<file path="src/rtl/irq_res_pkg.sv">
package irq_res_pkg;

    localparam int LVL_W = 3;

    typedef struct packed {
        logic             flag;
        logic [LVL_W-1:0] lvl;
    } src_ctl_t;

endpackage

</file>
<file path="src/rtl/irq_src_ctl.sv">
module irq_src_ctl
    import irq_res_pkg::*;
(
    input  logic           clk,
    input  logic           rst_n,
    input  logic           wr_sel,
    input  logic [3:0]     wdata,
    input  logic           hw_set,
    input  logic           ack_sel,
    output src_ctl_t       ctl_q
);

    typedef struct packed {
        src_ctl_t ctl;
    } state_t;

    state_t st_d, st_q;

    always_comb begin
        logic clr;
        st_d = st_q;
        clr  = (wr_sel && !wdata[3]) || ack_sel;
        if (wr_sel) begin
            st_d.ctl.lvl = wdata[LVL_W-1:0];
        end
        if (hw_set) begin
            st_d.ctl.flag = 1'b1;
        end else if (clr) begin
            st_d.ctl.flag = 1'b0;
        end
    end

    always_ff @(posedge clk or negedge rst_n) begin
        if (!rst_n) begin
            st_q <= '0;
        end else begin
            st_q <= st_d;
        end
    end

    assign ctl_q = st_q.ctl;


    hw_set_chk: assert property (@(posedge clk) disable iff (!rst_n)
        hw_set |=> ctl_q.flag);


    sw_no_set_chk: assert property (@(posedge clk) disable iff (!rst_n)
        (wr_sel && wdata[3] && !hw_set && !ctl_q.flag) |=> !ctl_q.flag);


    ack_clear_chk: assert property (@(posedge clk) disable iff (!rst_n)
        (ack_sel && !hw_set) |=> !ctl_q.flag);


    lvl_write_chk: assert property (@(posedge clk) disable iff (!rst_n)
        wr_sel |=> (ctl_q.lvl == $past(wdata[LVL_W-1:0])));

endmodule

</file>
<file path="src/rtl/irq_arbiter.sv">
module irq_arbiter
    import irq_res_pkg::*;
#(
    parameter int NUM_SRC = 8,
    localparam int IDX_W  = (NUM_SRC > 1) ? $clog2(NUM_SRC) : 1
) (
    input  src_ctl_t [NUM_SRC-1:0] ctl,
    input  logic [LVL_W-1:0]       ipl,
    input  logic                   ie,
    output logic                   win_valid,
    output logic [IDX_W-1:0]       win_idx,
    output logic [LVL_W-1:0]       win_lvl
);

    logic [NUM_SRC-1:0] elig;

    always_comb begin
        for (int i = 0; i < NUM_SRC; i++) begin
            elig[i] = ie && ctl[i].flag && (ctl[i].lvl != '0) && (ctl[i].lvl > ipl);
        end
    end

    // Scan from the top so that an equal level at a lower index overrides.
    always_comb begin
        win_valid = 1'b0;
        win_idx   = '0;
        win_lvl   = '0;
        for (int i = NUM_SRC - 1; i >= 0; i--) begin
            if (elig[i] && (!win_valid || ctl[i].lvl >= win_lvl)) begin
                win_valid = 1'b1;
                win_idx   = IDX_W'(i);
                win_lvl   = ctl[i].lvl;
            end
        end
    end

endmodule

</file>
<file path="src/rtl/irq_prio_resolver.sv">
module irq_prio_resolver
    import irq_res_pkg::*;
#(
    parameter int NUM_SRC = 8,
    localparam int IDX_W  = (NUM_SRC > 1) ? $clog2(NUM_SRC) : 1
) (
    input  logic               clk,
    input  logic               rst_n,
    input  logic               sw_wr,
    input  logic [IDX_W-1:0]   sw_addr,
    input  logic [3:0]         sw_wdata,
    output logic [7:0]         sw_rdata,
    input  logic [NUM_SRC-1:0] hw_set,
    input  logic               ack_clr,
    input  logic [IDX_W-1:0]   ack_idx,
    input  logic [2:0]         cpu_ipl,
    input  logic               cpu_ie,
    output logic               irq_valid,
    output logic [IDX_W-1:0]   irq_index,
    output logic [2:0]         irq_level
);

    src_ctl_t [NUM_SRC-1:0] ctl_q;

    for (genvar g = 0; g < NUM_SRC; g++) begin : g_src
        irq_src_ctl i_ctl (
            .clk     (clk),
            .rst_n   (rst_n),
            .wr_sel  (sw_wr && (sw_addr == IDX_W'(g))),
            .wdata   (sw_wdata),
            .hw_set  (hw_set[g]),
            .ack_sel (ack_clr && (ack_idx == IDX_W'(g))),
            .ctl_q   (ctl_q[g])
        );
    end

    always_comb begin
        sw_rdata = '0;
        for (int i = 0; i < NUM_SRC; i++) begin
            if (sw_addr == IDX_W'(i)) begin
                sw_rdata = {4'b0000, ctl_q[i].flag, ctl_q[i].lvl};
            end
        end
    end

    irq_arbiter #(.NUM_SRC(NUM_SRC)) i_arb (
        .ctl       (ctl_q),
        .ipl       (cpu_ipl),
        .ie        (cpu_ie),
        .win_valid (irq_valid),
        .win_idx   (irq_index),
        .win_lvl   (irq_level)
    );


    above_ipl_chk: assert property (@(posedge clk) disable iff (!rst_n)
        irq_valid |-> (cpu_ie && (irq_level > cpu_ipl)));


    lvl_zero_chk: assert property (@(posedge clk) disable iff (!rst_n)
        irq_valid |-> (irq_level != 3'd0));


    idle_zero_chk: assert property (@(posedge clk) disable iff (!rst_n)
        !irq_valid |-> (irq_index == '0 && irq_level == 3'd0));


    rdata_hi_chk: assert property (@(posedge clk) disable iff (!rst_n)
        sw_rdata[7:4] == 4'b0000);

endmodule

</file>
<file path="config.mk">
export PLATFORM = sky130hd
export DESIGN_NAME = irq_prio_resolver
export DESIGN_NICKNAME = d
export VERILOG_FILES = /design/src/rtl/irq_res_pkg.sv /design/src/rtl/irq_src_ctl.sv /design/src/rtl/irq_arbiter.sv /design/src/rtl/irq_prio_resolver.sv
export SDC_FILE = /design/constraint.sdc
export NUM_CORES = 1
export LEC_CHECK = 0
export ABC_CLOCK_PERIOD_IN_PS = 11060
export BUFFER_PORTS_ARGS = -buffer_cell sky130_fd_sc_hd__buf_2
export CAP_MARGIN = 20
export CORE_UTILIZATION = 54
export CTS_CLUSTER_SIZE = 24
export DETAILED_ROUTE_END_ITERATION = 16
export PLACE_DENSITY = 0.89
export SLEW_MARGIN = 10
export SYNTH_ARGS = -nofsm -noshare
export SYNTH_HDL_FRONTEND = slang
export SYNTH_SLANG_ARGS = --single-unit
</file>
<file path="constraint.sdc">
create_clock -name clk -period 11.06 [get_ports clk]
set_input_delay 0.553 -clock clk [delete_from_list [all_inputs] [get_ports clk]]
set_output_delay 0.553 -clock clk [all_outputs]
set_load 0.02 [all_outputs]
</file>
After elaboration in Yosys (flattened, before gate mapping) --
Cells that the tools add are included. Widths: inputs -> output; s select.
Cells by class: magnitude comparators 15, equal/unequal tests 14, mux-type cells 48, reduce and logical (&&, ||, !) cells 96
Operators by type and width (count):
- $mux 8 | 7
- $logic_and 1x1->1 | 55
- $mux 3 | 16
- $eq 3x3->1 const B | 8
- $gt 3x3->1 | 8
- $mux 1 | 24
- $reduce_bool 3->1 | 8
- $ge 3x3->1 | 7
- $reduce_bool 2->1 | 8
- $logic_or 1x1->1 | 15
- $eq 3x2->1 const B | 4
- $logic_not 1->1 | 8
- $eq 3x1->1 const B | 2
- $logic_not 3->1 | 2
- $mux 4 | 1
Storage, ports and cells: bits in registers 32, input bits 26, output and inout port bits 15, logic and storage cells 189

Logic depth before layout (Yosys ltp) --
word-level depth 32, mapped depth 56, depth with buffers taken out 55

Hierarchy --
Synthesis repeated with hierarchy kept, for this count alone.
Second synthesis, totals: cells, all modules 350, area total of the unflattened synthesis 3338.2 µm²
By module, submodules not included:
- irq_arbiter | instances 1, cells each 203, area an instance 1641.6 µm², seq. area each 0.0 µm²
- irq_src_ctl | instances 8, cells each 10, area an instance 152.6 µm², seq. area each 100.1 µm²
- irq_prio_resolver | instances 1, cells each 67, area an instance 475.5 µm², seq. area each 0.0 µm²

Least setup slack after synthesis --
OpenSTA, ideal clock, no wires.
path kind input -> output, start point input port cpu_ipl[2], end point output port irq_index[2], arrival 10.331 ns, data required time 10.507 ns, slack 0.176 ns, stages 56, path buffers 1, cells stage by stage inv_1 -> ha_1 -> nor2b_4 -> a221oi_4 -> nor2_1 -> nand2_1 -> ha_1 -> a21oi_1 -> o21ai_1 -> or3_4 -> a32oi_2 -> inv_1 -> ha_1 -> nand2b_1 -> a21o_1 -> a21oi_1 -> a21o_1 -> a21oi_1 -> [... 20 more ...] -> buf_2 -> nand2_1 -> nand2_1 -> ha_1 -> nand2b_1 -> a21o_1 -> a21oi_1 -> nor2_1 -> a21oi_4 -> nor2_1 -> a31oi_2 -> ha_1 -> nand2b_1 -> a21o_1 -> a21oi_1 -> a21o_1 -> nand2_1 -> nor3_1
On the way: cells in the longest elaborated chain, start to end 31, elaborated cells on any way between the ends 66, those cells by class order compare (15); mux (22); reduce/logical (29)
RTL lines:
- start, declared | RTL line irq_prio_resolver.sv:16 | input logic [2:0] cpu_ipl,
- $gt 3x3->1 | RTL line irq_arbiter.sv:19 | elig[i] = ie && ctl[i].flag && (ctl[i].lvl != '0) && (ctl[i].lvl > ipl);
- $logic_and 1x1->1 | RTL line irq_arbiter.sv:19
- $mux 3 / $mux 1 (equally long branches) | RTL line irq_arbiter.sv:29 | if (elig[i] && (!win_valid || ctl[i].lvl >= win_lvl)) begin
- $ge 3x3->1 / $logic_not 1->1 (equally long branches) | RTL line irq_arbiter.sv:29
- $logic_or 1x1->1 | RTL line irq_arbiter.sv:29
- $logic_and 1x1->1 | RTL line irq_arbiter.sv:29
- $mux 3 / $mux 1 (equally long branches) | RTL line irq_arbiter.sv:29
- $ge 3x3->1 / $logic_not 1->1 (equally long branches) | RTL line irq_arbiter.sv:29
- [... 15 more ...]
- $ge 3x3->1 / $logic_not 1->1 (equally long branches) | RTL line irq_arbiter.sv:29
- $logic_or 1x1->1 | RTL line irq_arbiter.sv:29
- $logic_and 1x1->1 | RTL line irq_arbiter.sv:29
- $mux 3 / $mux 1 (equally long branches) | RTL line irq_arbiter.sv:29
- $ge 3x3->1 / $logic_not 1->1 (equally long branches) | RTL line irq_arbiter.sv:29
- $logic_or 1x1->1 | RTL line irq_arbiter.sv:29
- $logic_and 1x1->1 | RTL line irq_arbiter.sv:29
- $mux 3 (*) | RTL line irq_arbiter.sv:29
- end, declared | RTL line irq_prio_resolver.sv:19 | output logic [IDX_W-1:0] irq_index,
Every way passes the cells marked *; elsewhere a longest branch is shown, timed or not.

Final worst setup path --
start point register g_src[7].i_ctl.st_q, in the netlist g_src[7].i_ctl.ctl_q[2], end point output port irq_level[0]
On the way: cells in the longest elaborated chain, start to end 32, elaborated cells on any way between the ends 47, those cells by class order compare (8); mux (15); reduce/logical (24)
RTL lines:
- start, declared | RTL line irq_src_ctl.sv:17 | state_t st_d, st_q;
- start signal, assigned | RTL line irq_src_ctl.sv:37 | st_q <= st_d;
- branches (longest 31 deep; another with $gt 3x3->1)
- $mux 3 (*) | RTL line irq_arbiter.sv:29
- end, declared | RTL line irq_prio_resolver.sv:20 | output logic [2:0] irq_level
Every way passes the cells marked *.

==> summary.md <==
| Metric | Value |
|---|---|
| Status | finished clean |
| Seq cells post-synth | 32 |
| Number of synthesized flops with an enable pin | 0 |
| Crit Path Max Fanout | 7 |
| Routability cong. | 0.895 |
| Initial antenna violation count | 0 |
| Placed Area | 0.00352 mm^2 |
| Clk network pwr share | 12.7% |
| Sw frac | 44.0% |
| Synthesized instance count | 334 |
| Setup-failing EPs final | 0 |
| Post-Place Worst Slack | -338 ps |
| Ant. Diodes | 0 |
| Max-slew violations | 0 |
| Worst path top cell family by delay | compound AO/OA/AOI/OAI gates |
| Reg2Reg Launch Point | g_src[7].i_ctl.ctl_q[2]$_DFFE_PN0P_ |
| Iteration-0 DRC Markers | 237 |
| Post-route design area | 0.00385 mm^2 |
| Seq pwr share | 24.8% |
| Clk buf depth | 2 |
| Detailed-route DRC error count | 0 |
| Die X-Extent | 79.5 um |
| Clock Pin Slew Worst Setup and Hold Paths | 70 ps |
| Instance count on the critical path | 53 |
| Grt total ovfl | 0 |
| Global-route usage over all layers | 28.4% |
| Fillers | 391 |
| Static Leak | 1.70 nW |
| Antenna viol nets, final | 0 |
| Die Area | 0.00632 mm^2 |
| Register area share after synthesis | 24.7% |
| Synth-to-Final Area Change | 18.7% |
| Vias per cell | 6.54 |
| Flop-to-flop setup slack | 9960 ps |
| Number of port buffers | 36 |
| HPWL after detailed placement | 6380 um |
| Nature of the critical path startpoint | flip-flop |
| Netlist cell types | 59 |
| Worst r2r dst | g_src[7].i_ctl.ctl_q[2]$_DFFE_PN0P_ |
| Drt total wl | 8920 um |
| Rel. slew slack | 53.6% |
| Synth warn | 0 |
| Post-synthesis async set-or-reset flop share | 100% |
| Psw | 0.316 mW |
| Post-Syn Area | 0.00324 mm^2 |
| Ys flop type | dfrtp_1 |
| Cell count of the worst reg-to-reg path | 3 |
| WP buf/inv | 4 |
| PwrDens | 186 mW/mm^2 |
| IO Count | 41 |
| Setup TNS | 0 ps |
| Std-Cell Rows | 27 |
| First-pass GRT wire length | 13900 um |
| Internal power | 0.401 mW |
| Clk_lat worst skew | 290 ps |
| Fin. Hold Viols | 0 |
| CTS tree | built |
| Pre-antenna DRT Iters | 5 |
| Arr. time, crit path | 10290 ps |
| Total number of vias | 3046 |
| Clock Tree Root | clkbuf_8 |
| Maxcap violations | 0 |
| Required time worst endpoint | 10510 ps |
| Fmax achieved | 0.0922 GHz |
| PnR worst setup slack | 214 ps |
| Largest net degree at the start of global routing | 33 |
| Vias in the first global route | 2849 |
| Crit path capture type | primary output |
| Most frequent cells in the layout | ha_1, buf_2, dfrtp_1, buf_4, nand2_1 |
| Avg Inst Size Synth | 9.71 um^2 |
| Critical setup path kind | reg -> out |
| CP most frequent cell | ha_1 |
| # clock sinks | 32 |
| Layout cell share with drive strength beyond 1 | 34.0% |
| Wire length per cell | 19.1 um |
| Final min period | 10850 ps |
| Hold_ws | 305 ps |
| CP max stage delay | 430 ps |
| Tcrit/Tclk final | 98.1% |
| Nets@finish | 464 |
| Post-CTS Hold Buffers | 0 |
| Worst Tran Pin Value | 697 ps |
| Initial Util | 57.5% |
| CP max-delay cell | dfrtp_1 |
| Die height | 79.5 um |
| Max reg flops | 32 |
| Peak supply drop | 0.000120 V |
| Total CTS buffers | 5 |
| Most common cell after layout, fill and taps aside | ha_1 |
| Area of the core | 0.00564 mm^2 |
| Final Skew | 0 ps |
| H-tree depth | 2 |
| Comb pwr share | 62.5% |
| Worst min-delay path class | in -> async |
-- timing repair --
item,4_1_cts,5_1_grt
pin swaps,2,15
gates resized for setup,3,30
setup endpoints to repair,6,6
setup buffers,4,14
-- layer usage --
metal	global-route usage [%]	up-vias	share of wire (%)
li1	-	1408	-
met1	38.4	1432	43
met2	46.8	173	48
met3	2.51	33	6.6
met4	10.7	0	3.0
met5	0	-	0
-- worst register-to-register path, delay by kind of cell (launching register included) --
kind	cells	cell delay, ps
buffers and inverters	2	300
multiplexers	1	260
flip-flops	1	430
-- cell usage after synthesis (2+ instances only) --
cell | n | area, um^2
o21bai_1 | 7 | 52.6
nand2_1 | 26 | 97.6
o311ai_1 | 4 | 35.0
a21oi_1 | 13 | 65.1
buf_2 | 2 | 10.0
a21o_1 | 8 | 60.1
clkbuf_1 | 5 | 18.8
buf_4 | 4 | 30.0
o21ai_0 | 20 | 100
a32o_1 | 3 | 30.0
nand2b_1 | 13 | 81.3
or2_1 | 2 | 12.5
nand3_1 | 2 | 10.0
inv_1 | 19 | 71.3
nor2b_1 | 9 | 56.3
a211oi_1 | 3 | 22.5
o221ai_1 | 4 | 35.0
nor2_1 | 10 | 37.5
mux4_2 | 6 | 135
nand4_1 | 2 | 12.5
o311a_1 | 2 | 20.0
nor4_1 | 4 | 25.0
dfrtp_1 | 32 | 801
mux2i_1 | 5 | 50.1
nor3_1 | 6 | 30.0
a31oi_1 | 8 | 50.1
ha_1 | 45 | 563
o21a_1 | 13 | 97.6
o311ai_0 | 4 | 35.0
a32oi_1 | 3 | 26.3
mux2_2 | 20 | 225
o22ai_1 | 2 | 12.5
o31ai_1 | 2 | 15.0
-- through the flow --
stage	power [mW]	util, %	instances
after floorplan	0.449	-	337
after global placement	0.531	62.3	440
after CTS	0.653	64.6	452
final	0.717	68.3	466
after global routing	0.768	68.3	466
after detailed placement	0.550	62.3	440
-- area by class of cell --
class                   instances  area, um^2  area share [%]
multi-input cells             274        2420            62.9
flip-flops and latches         32         803            20.9
repair buffers                 61         373            9.68
clock buffers                   8        90.1            2.34
well taps                      72        90.1            2.34
inverters                      19        71.3            1.85
-- worst max-delay path by stage --
stage / from / end / slack (ps)
finish: g_src[7].i_ctl.ctl_q[2]$_DFFE_PN0P_ / irq_level[0] / 210
detailed placement: cpu_ipl[2] / irq_index[2] / -340
floorplan: cpu_ipl[2] / irq_index[2] / 180
global placement: cpu_ipl[2] / irq_level[0] / 40
global route: g_src[7].i_ctl.ctl_q[2]$_DFFE_PN0P_ / irq_level[0] / -250
CTS: cpu_ipl[2] / irq_index[2] / 20
-- cells by family (layout without fill, tap and decap cells) --
| family | after synthesis | after routing | synth area share, % |
|---|---|---|---|
| AOI/OAI and AO/OA | 113 | 113 | 27.8 |
| and+or+nand+nor | 80 | 80 | 12.8 |
| adders and majority gates | 45 | 45 | 17.4 |
| muxes | 32 | 32 | 13.1 |
| DFF | 32 | 32 | 24.7 |
| buffers and inverters | 31 | 88 | 4.13 |
| other | 1 | 4 | 0.116 |
-- power groups by stage --
stage | clock, mW | combinational (mW) | sequential [mW]
2_1_floorplan | 0 | 0.288 | 0.160
3_3_place_gp | 0 | 0.358 | 0.173
3_5_place_dp | 0 | 0.376 | 0.174
4_1_cts | 0.0921 | 0.388 | 0.173
5_1_grt | 0.0980 | 0.490 | 0.181
6_report | 0.0910 | 0.448 | 0.178
(Power assumes the default switching activity.)
